File: src/rtl/copy_seq_pkg.sv
package copy_seq_pkg;

  // Cycles between the path search and the first usable slot.
  localparam int unsigned SETUP_CYCLES = 3;

  typedef enum logic {SEQ_IDLE, SEQ_ACTIVE} seq_state_t;

  // Cycles from the search cycle to the start cycle of the circuit.
  function automatic int unsigned lead_cycles(input int unsigned start,
                                              input int unsigned cur,
                                              input int unsigned nslot);
    int unsigned d;
    d = (start + nslot - cur) % nslot;
    if (d < SETUP_CYCLES) d = d + nslot;
    return d;
  endfunction

  function automatic int unsigned eff_windows(input int unsigned len);
    return (len == 0) ? 1 : len;
  endfunction

  // Offset of the cycle in which the last beat reaches the destination.
  function automatic int unsigned write_offset(input int unsigned lead,
                                               input int unsigned win,
                                               input int unsigned hops,
                                               input int unsigned nslot);
    return lead + (win - 1) * nslot + hops;
  endfunction

  // Offset of the cycle in which the reservation ends.
  function automatic int unsigned release_offset(input int unsigned lead,
                                                 input int unsigned win,
                                                 input int unsigned nslot);
    return lead + win * nslot;
  endfunction

endpackage

File: src/rtl/copy_req_fifo.sv
module copy_req_fifo #(
  parameter int W     = 24,
  parameter int DEPTH = 4
) (
  input  logic         clk,
  input  logic         rst_n,
  input  logic         push,
  input  logic [W-1:0] din,
  input  logic         pop,
  output logic [W-1:0] head,
  output logic         full,
  output logic         empty
);
  localparam int AW = (DEPTH > 1) ? $clog2(DEPTH) : 1;
  localparam int CW = $clog2(DEPTH + 1);

  logic [W-1:0]  mem [DEPTH];
  logic [AW-1:0] rd_p, wr_p;
  logic [CW-1:0] cnt;

  function automatic logic [AW-1:0] step(input logic [AW-1:0] p);
    return (p == AW'(DEPTH - 1)) ? '0 : p + AW'(1);
  endfunction

  always_ff @(posedge clk) begin
    if (push) mem[wr_p] <= din;
  end

  always_ff @(posedge clk or negedge rst_n) begin
    if (!rst_n) begin
      rd_p <= '0;
      wr_p <= '0;
      cnt  <= '0;
    end else begin
      if (push) wr_p <= step(wr_p);
      if (pop)  rd_p <= step(rd_p);
      case ({push, pop})
        2'b10:   cnt <= cnt + CW'(1);
        2'b01:   cnt <= cnt - CW'(1);
        default: cnt <= cnt;
      endcase
    end
  end

  assign head  = mem[rd_p];
  assign full  = (cnt == CW'(DEPTH));
  assign empty = (cnt == '0);

  AST_POP_NONEMPTY: assert property (@(posedge clk) disable iff (!rst_n)
    pop |-> !empty);
  AST_NO_OVERFLOW: assert property (@(posedge clk) disable iff (!rst_n)
    cnt <= CW'(DEPTH));

endmodule

File: src/rtl/slot_clock.sv
module slot_clock import copy_seq_pkg::*; #(
  parameter int SLOT_W = 4
) (
  input  logic              clk,
  input  logic              rst_n,
  output logic [SLOT_W-1:0] cur_slot,
  output logic [SLOT_W-1:0] min_slot
);
  always_ff @(posedge clk or negedge rst_n) begin
    if (!rst_n) cur_slot <= '0;
    else        cur_slot <= cur_slot + SLOT_W'(1);
  end

  assign min_slot = cur_slot + SLOT_W'(SETUP_CYCLES);

endmodule

File: src/rtl/copy_timeline.sv
module copy_timeline import copy_seq_pkg::*; #(
  parameter int SLOT_W = 4,
  parameter int ID_W   = 4,
  parameter int BANK_W = 8,
  parameter int LEN_W  = 4
) (
  input  logic              clk,
  input  logic              rst_n,
  input  logic              head_valid,
  input  logic [ID_W-1:0]   head_id,
  input  logic [BANK_W-1:0] head_src,
  input  logic [BANK_W-1:0] head_dst,
  input  logic [LEN_W-1:0]  head_len,
  input  logic              alloc_ok,
  input  logic [SLOT_W-1:0] alloc_slot,
  input  logic [SLOT_W-1:0] alloc_hops,
  input  logic [SLOT_W-1:0] cur_slot,
  output logic              alloc_req,
  output logic              pop,
  output logic              busy,
  output logic              prog_pulse,
  output logic              rd_pulse,
  output logic              wr_pulse,
  output logic              rel_pulse,
  output logic [ID_W-1:0]   id_q,
  output logic [BANK_W-1:0] src_q,
  output logic [BANK_W-1:0] dst_q,
  output logic [SLOT_W-1:0] start_q,
  output logic [SLOT_W-1:0] hops_q
);
  localparam int NSLOT = 1 << SLOT_W;
  localparam int CNT_W = LEN_W + SLOT_W + 2;

  seq_state_t       st;
  logic [CNT_W-1:0] elapsed, lead_q, wr_at_q, rel_at_q;
  logic [CNT_W-1:0] lead_n, wr_at_n, rel_at_n;
  logic             active, found;
  int unsigned      win_n;

  always_comb begin
    win_n    = eff_windows(32'(head_len));
    lead_n   = CNT_W'(lead_cycles(32'(alloc_slot), 32'(cur_slot), NSLOT));
    wr_at_n  = CNT_W'(write_offset(32'(lead_n), win_n, 32'(alloc_hops), NSLOT));
    rel_at_n = CNT_W'(release_offset(32'(lead_n), win_n, NSLOT));
  end

  assign active    = (st == SEQ_ACTIVE);
  assign alloc_req = !active && head_valid;
  assign found     = alloc_req && alloc_ok;
  assign pop       = found;
  assign busy      = active;

  always_ff @(posedge clk or negedge rst_n) begin
    if (!rst_n) begin
      st       <= SEQ_IDLE;
      elapsed  <= '0;
      lead_q   <= '0;
      wr_at_q  <= '0;
      rel_at_q <= '0;
      id_q     <= '0;
      src_q    <= '0;
      dst_q    <= '0;
      start_q  <= '0;
      hops_q   <= '0;
    end else if (!active) begin
      if (found) begin
        st       <= SEQ_ACTIVE;
        elapsed  <= CNT_W'(1);
        lead_q   <= lead_n;
        wr_at_q  <= wr_at_n;
        rel_at_q <= rel_at_n;
        id_q     <= head_id;
        src_q    <= head_src;
        dst_q    <= head_dst;
        start_q  <= alloc_slot;
        hops_q   <= alloc_hops;
      end
    end else if (elapsed == rel_at_q) begin
      st      <= SEQ_IDLE;
      elapsed <= '0;
    end else begin
      elapsed <= elapsed + CNT_W'(1);
    end
  end

  assign prog_pulse = active && (elapsed == CNT_W'(1));
  assign rd_pulse   = active && (elapsed == lead_q - CNT_W'(1));
  assign wr_pulse   = active && (elapsed == wr_at_q);
  assign rel_pulse  = active && (elapsed == rel_at_q);

  AST_RETRY_HEAD: assert property (@(posedge clk) disable iff (!rst_n)
    (alloc_req && !alloc_ok) |=> alloc_req);
  AST_PROG_AFTER_FIND: assert property (@(posedge clk) disable iff (!rst_n)
    found |=> prog_pulse);
  AST_READ_BEFORE_START: assert property (@(posedge clk) disable iff (!rst_n)
    rd_pulse |=> (cur_slot == start_q));
  AST_WRITE_ON_ARRIVAL: assert property (@(posedge clk) disable iff (!rst_n)
    wr_pulse |-> (cur_slot == SLOT_W'(start_q + hops_q)));
  AST_RELEASE_ENDS: assert property (@(posedge clk) disable iff (!rst_n)
    rel_pulse |=> !busy);

endmodule

File: src/rtl/copy_setup_seq.sv
module copy_setup_seq #(
  parameter int SLOT_W = 4,
  parameter int ID_W   = 4,
  parameter int BANK_W = 8,
  parameter int LEN_W  = 4,
  parameter int DEPTH  = 4
) (
  input  logic              clk,
  input  logic              rst_n,
  input  logic              req_valid,
  output logic              req_ready,
  input  logic [ID_W-1:0]   req_id,
  input  logic [BANK_W-1:0] req_src,
  input  logic [BANK_W-1:0] req_dst,
  input  logic [LEN_W-1:0]  req_len,
  output logic              q_full,
  output logic              q_empty,
  output logic              busy,
  output logic [SLOT_W-1:0] cur_slot,
  output logic              alloc_req,
  output logic [BANK_W-1:0] alloc_src,
  output logic [BANK_W-1:0] alloc_dst,
  output logic [SLOT_W-1:0] alloc_min_slot,
  input  logic              alloc_ok,
  input  logic [SLOT_W-1:0] alloc_slot,
  input  logic [SLOT_W-1:0] alloc_hops,
  output logic              prog_valid,
  output logic [BANK_W-1:0] prog_src,
  output logic [BANK_W-1:0] prog_dst,
  output logic [SLOT_W-1:0] prog_slot,
  output logic [SLOT_W-1:0] prog_hops,
  output logic [ID_W-1:0]   prog_id,
  output logic              vc_valid,
  output logic              vc_write,
  output logic [BANK_W-1:0] vc_bank,
  output logic              vc_copy,
  output logic              done_valid,
  output logic [ID_W-1:0]   done_id,
  output logic              rel_valid,
  output logic [BANK_W-1:0] rel_src,
  output logic [BANK_W-1:0] rel_dst,
  output logic [SLOT_W-1:0] rel_slot,
  output logic [SLOT_W-1:0] rel_hops
);
  localparam int RW = ID_W + 2 * BANK_W + LEN_W;

  logic [RW-1:0]     head;
  logic              push, pop;
  logic [ID_W-1:0]   head_id, id_q;
  logic [BANK_W-1:0] head_src, head_dst, src_q, dst_q;
  logic [LEN_W-1:0]  head_len;
  logic [SLOT_W-1:0] start_q, hops_q;
  logic              rd_pulse, wr_pulse;

  assign req_ready = !q_full;
  assign push      = req_valid && req_ready;
  assign {head_id, head_src, head_dst, head_len} = head;

  copy_req_fifo #(.W(RW), .DEPTH(DEPTH)) u_fifo (
    .clk(clk), .rst_n(rst_n), .push(push),
    .din({req_id, req_src, req_dst, req_len}),
    .pop(pop), .head(head), .full(q_full), .empty(q_empty)
  );

  slot_clock #(.SLOT_W(SLOT_W)) u_clock (
    .clk(clk), .rst_n(rst_n), .cur_slot(cur_slot), .min_slot(alloc_min_slot)
  );

  copy_timeline #(.SLOT_W(SLOT_W), .ID_W(ID_W), .BANK_W(BANK_W), .LEN_W(LEN_W)) u_time (
    .clk(clk), .rst_n(rst_n), .head_valid(!q_empty),
    .head_id(head_id), .head_src(head_src), .head_dst(head_dst), .head_len(head_len),
    .alloc_ok(alloc_ok), .alloc_slot(alloc_slot), .alloc_hops(alloc_hops),
    .cur_slot(cur_slot), .alloc_req(alloc_req), .pop(pop), .busy(busy),
    .prog_pulse(prog_valid), .rd_pulse(rd_pulse), .wr_pulse(wr_pulse),
    .rel_pulse(rel_valid), .id_q(id_q), .src_q(src_q), .dst_q(dst_q),
    .start_q(start_q), .hops_q(hops_q)
  );

  assign alloc_src  = head_src;
  assign alloc_dst  = head_dst;
  assign prog_src   = src_q;
  assign prog_dst   = dst_q;
  assign prog_slot  = start_q;
  assign prog_hops  = hops_q;
  assign prog_id    = id_q;
  assign vc_valid   = rd_pulse || wr_pulse;
  assign vc_write   = wr_pulse;
  assign vc_bank    = wr_pulse ? dst_q : src_q;
  assign vc_copy    = vc_valid;
  assign done_valid = wr_pulse;
  assign done_id    = id_q;
  assign rel_src    = src_q;
  assign rel_dst    = dst_q;
  assign rel_slot   = start_q;
  assign rel_hops   = hops_q;

  AST_ONE_VAULT_CMD: assert property (@(posedge clk) disable iff (!rst_n)
    !(rd_pulse && wr_pulse));
  AST_BUSY_ONLY_ACTIVE: assert property (@(posedge clk) disable iff (!rst_n)
    (prog_valid || vc_valid || rel_valid) |-> busy);

endmodule

File: config.mk
export PLATFORM = sky130hd
export DESIGN_NAME = copy_setup_seq
export DESIGN_NICKNAME = d
export VERILOG_FILES = /design/src/rtl/copy_seq_pkg.sv /design/src/rtl/copy_req_fifo.sv /design/src/rtl/slot_clock.sv /design/src/rtl/copy_timeline.sv /design/src/rtl/copy_setup_seq.sv
export SDC_FILE = /design/constraint.sdc
export NUM_CORES = 1
export LEC_CHECK = 0
export ABC_CLOCK_PERIOD_IN_PS = 5480
export BUFFER_PORTS_ARGS = -buffer_cell sky130_fd_sc_hd__buf_2
export CAP_MARGIN = 25
export CORE_MARGIN = 2
export CORE_UTILIZATION = 55
export CTS_CLUSTER_DIAMETER = 150
export DETAILED_ROUTE_END_ITERATION = 16
export MAX_ROUTING_LAYER = met4
export PLACE_DENSITY = 0.75
export SYNTH_ARGS = -nofsm -noshare
export SYNTH_HDL_FRONTEND = slang
export SYNTH_SLANG_ARGS = --single-unit
File: constraint.sdc
create_clock -name clk -period 5.48 [get_ports clk]
set_input_delay 0.548 -clock clk [delete_from_list [all_inputs] [get_ports clk]]
set_output_delay 0.548 -clock clk [all_outputs]
set_load 0.01 [all_outputs]
==> summary.md <==
| Metric | Value |
|---|---|
| Status | complete, no violations |
| Filler cells | 1010 |
| # IOs | 135 |
| Layout cell share with drive strength beyond 1 | 30.07% |
| Post-CTS Setup Bufs | 0 |
| Worst path buffer plus inverter count | 1 |
| Number of synthesized flops with an enable pin | 96 |
| Synth Area in Compound Gates | 4.716% |
| CP dominant cell by count | nor2_1 |
| Clock slew at reported path FFs | 0.07 ns |
| Pwr Total | 3.257 mW |
| RSZ-0062 raised after global routing | false |
| Setup crit end kind | register |
| NumNets Final | 764 |
| All-layer global routing usage | 22.54% |
| Largest net degree at the start of global routing | 71 |
| Tcrit/Tclk final | 59.52% |
| CP max FO | 27 |
| Yosys warns | 0 |
| Critical Path, Cell by Cell | mux4_2, or2_1, nor2_1, nor2_1, ha_1, inv_1, a2111oi_2, xor2_1, o21ai_1 |
| Mean Syn Cell Area | 12.66 sq um |
| Antenna violations before repair | 1 |
| Layout area overhead | 15.10% |
| WP data arrival | 3.55 ns |
| Kind of critical path | register to register |
| Pre-CTS WS | 2.156 ns |
| Post-synthesis register bit count | 166 |
| Detail Placement HPWL | 10330 microns |
| Initial DRC Count | 486 |
| Critical path startpoint category | register |
| Largest family of logic cells by synthesized area | simple AND/OR/NAND/NOR gates |
| Max rail drop VDD | 0.4221 mV |
| Final setup TNS | 0 ns |
| IO buf count | 134 |
| WL final | 15740 microns |
| PostCTS Resize Cnt | 0 |
| Clk sink count | 166 |
| Post-route insts no fill | 897 |
| Num CTS Buffers | 17 |
| Placed Instances | 863 |
| Routed length per placed instance | 17.54 microns |
| Asr flop ratio synth | 42.17% |
| Worst hold slack | 0.3345 ns |
| Vias/cell | 5.532 |
| Die width | 122.9 microns |
| Post-Synth Simple-Gate Area | 10.38% |
| Clock Skew | 0.004602 ns |
| Clock Latency Late Sink | 0.42 ns |
| Slowest CP cell | dfrtp_2 |
| Die area | 0.01510 sq mm |
| # DRC | 0 |
| Final Critical Period | 3.262 ns |
| Syn_nets | 676 |
| Pins Over Slew Limit | 0 |
| Grt ovf | 0 |
| CP delay by family, top | flip-flops |
| Max-capacitance violation count | 0 |
| Detail Route Antenna Nets | 0 |
| Drt first pass iters | 5 |
| Bufs on Longest Clock Path | 2 |
| Mapped Area | 0.007774 sq mm |
| Final setup viols | 0 |
| Post-synthesis mux area share | 8.386% |
| Fmax | 306.6 MHz |
| Pwr dens | 364.1 mW/mm^2 |
| Xor-xnor portion of the synthesized cell area | 4.941% |
| Synthesized-area fraction occupied by adder cells | 4.474% |
| Worst hold path type | input pin to register |
| Root cell of the clock tree | clkbuf_16 |
| Leakage | 4.006 nW |
| Slowest cell delay on critical path | 0.94 ns |
| Vias | 4962 |
| CTS H-tree lvls | 4 |
| TritonCTS clock tree | yes |
| Cells after Synth | 614 |
| # hold bufs at CTS | 0 |
| Post-synth top flop | edfxtp_1 |
| Sequential-to-total area share from yosys stat | 59.62% |
| Worst-Margin Slew | 0.9904 ns |
| Core area | 0.01383 sq mm |
| Routability Congestion | 0.9034 |
| Initial core utilization | 56.22% |
| # rows | 43 |
| Vias in the first global route | 4878 |
| Die height | 122.9 microns |
| Final hold vios | 0 |
| Synth cell types | 52 |
| Max_slew headroom | 33.61% |
| First-pass GRT wire length | 24580 microns |
| Post-route setup slack | 2.218 ns |
| CP Data Required Time | 5.76 ns |
-- metrics by stage --
| stage | util, % | cell area [sq um] |
|---|---|---|
| 2_1_floorplan | - | 7774 |
| 3_3_place_gp | 59.69 | 8253 |
| 3_5_place_dp | 59.89 | 8280 |
| 4_1_cts | 64.67 | 8942 |
| 5_1_grt | 64.69 | 8945 |
| 6_report | 64.71 | 8947 |
-- state kept, by name (all words and copies together), names as in the netlist --
register and count:
u_time.dst_q 8, u_time.start_q 4, u_fifo.rd_p 2, u_time.id_q 4, u_fifo.cnt 3, u_fifo.mem 96
u_time.hops_q 4, u_time.busy 1, u_time.src_q 8, u_fifo.wr_p 2, u_time.rel_at_q 5, u_time.wr_at_q 10
u_time.lead_q 5, u_clock.cur_slot 4, u_time.elapsed 10
-- layout by cell type, fill, tap and decap left out, types with 3 or more instances in the layout --
master,netlist,final
a21o_1,5,5
a21oi_1,14,14
and3_1,7,7
buf_2,14,134
buf_4,46,7
bufinv_16,0,4
clkbuf_16,0,17
dfrtp_1,70,69
edfxtp_1,96,96
fa_1,3,3
ha_1,23,23
inv_1,29,29
inv_6,0,6
mux2_2,9,9
mux4_2,24,24
nand2_1,120,119
nand3_1,14,14
nand4_1,5,5
nor2_1,12,12
nor3_1,10,10
o21ai_0,18,18
o21ai_1,3,3
o22ai_1,3,3
xnor2_1,24,24
xor2_1,18,18
-- final cells by class --
cell class	count	area, sq um	share of cell area [%]
Inverter	29	108.9	1.217
Clock buffer	17	425.4	4.755
Antenna cell	2	5.005	0.05594
Clock inverter	15	236.5	2.643
Timing Repair Buffer	142	750.7	8.390
Tap cell	180	225.2	2.517
Sequential cell	166	4636	51.81
Multi-Input combinational cell	346	2560	28.61
-- cells by family after synthesis --
kind of cell | Yosys count
XOR/XNOR | 43
buffers and inverters | 102
multiplexers | 34
adder cells (fa/ha/maj) | 26
AO/OA/AOI/OAI | 59
flip-flops | 166
AND/OR/NAND/NOR | 184
-- power by group --
part,internal [mW],total [mW],switching [mW]
Combinational,0.148,0.401,0.253
Clock,0.787,1.31,0.528
Sequential,1.50,1.54,0.0456
-- cells in the mapped netlist (all sizes together), types with 3 or more instances --
master	number	area (sq um)
dfrtp	70	1752
nand4	5	31.28
and3	7	43.79
ha	23	287.8
nand3	14	70.07
o22ai	3	18.77
nor2	13	51.30
a21o	5	37.54
buf	63	434.2
nor3	11	60.06
xnor2	25	226.5
inv	29	108.9
fa	3	60.06
clkbuf	10	38.78
edfxtp	96	2883
o21ai	21	105.1
xor2	18	157.7
nand2	120	450.4
mux2	9	101.4
mux4	24	540.5
a21oi	14	70.07
nor4	3	25.02
-- final timing paths --
path	start	end	slack [ns]	cells past startpoint
max in group asynchronous	rst_n	u_fifo.rd_p[0]$_DFFE_PN0P_	4.49	2
min in group asynchronous	rst_n	u_time.start_q[1]$_DFFE_PN0P_	0.34	2
setup / recovery	u_fifo.rd_p[0]$_DFFE_PN0P_	u_time.wr_at_q[7]$_DFFE_PN0P_	2.22	9
setup reg to reg	u_fifo.rd_p[0]$_DFFE_PN0P_	u_time.wr_at_q[7]$_DFFE_PN0P_	2.22	9
hold reg to reg	u_time.start_q[2]$_DFFE_PN0P_	u_time.start_q[2]$_DFFE_PN0P_	0.49	2
hold / removal	req_src[2]	u_fifo.mem[3][14]$_DFFE_PP_	0.33	1
-- layer usage --
metal  routed length, microns  global-route usage [%]  vias up
li1                         -                       -     2282
met1                     6508                   28.05     2462
met2                     7991                   36.02      189
met3                      923                   5.762       29
met4                      313                   7.974        0
met5                        0                       -        -
No activity file was read; power rests on OpenSTA's default activity.
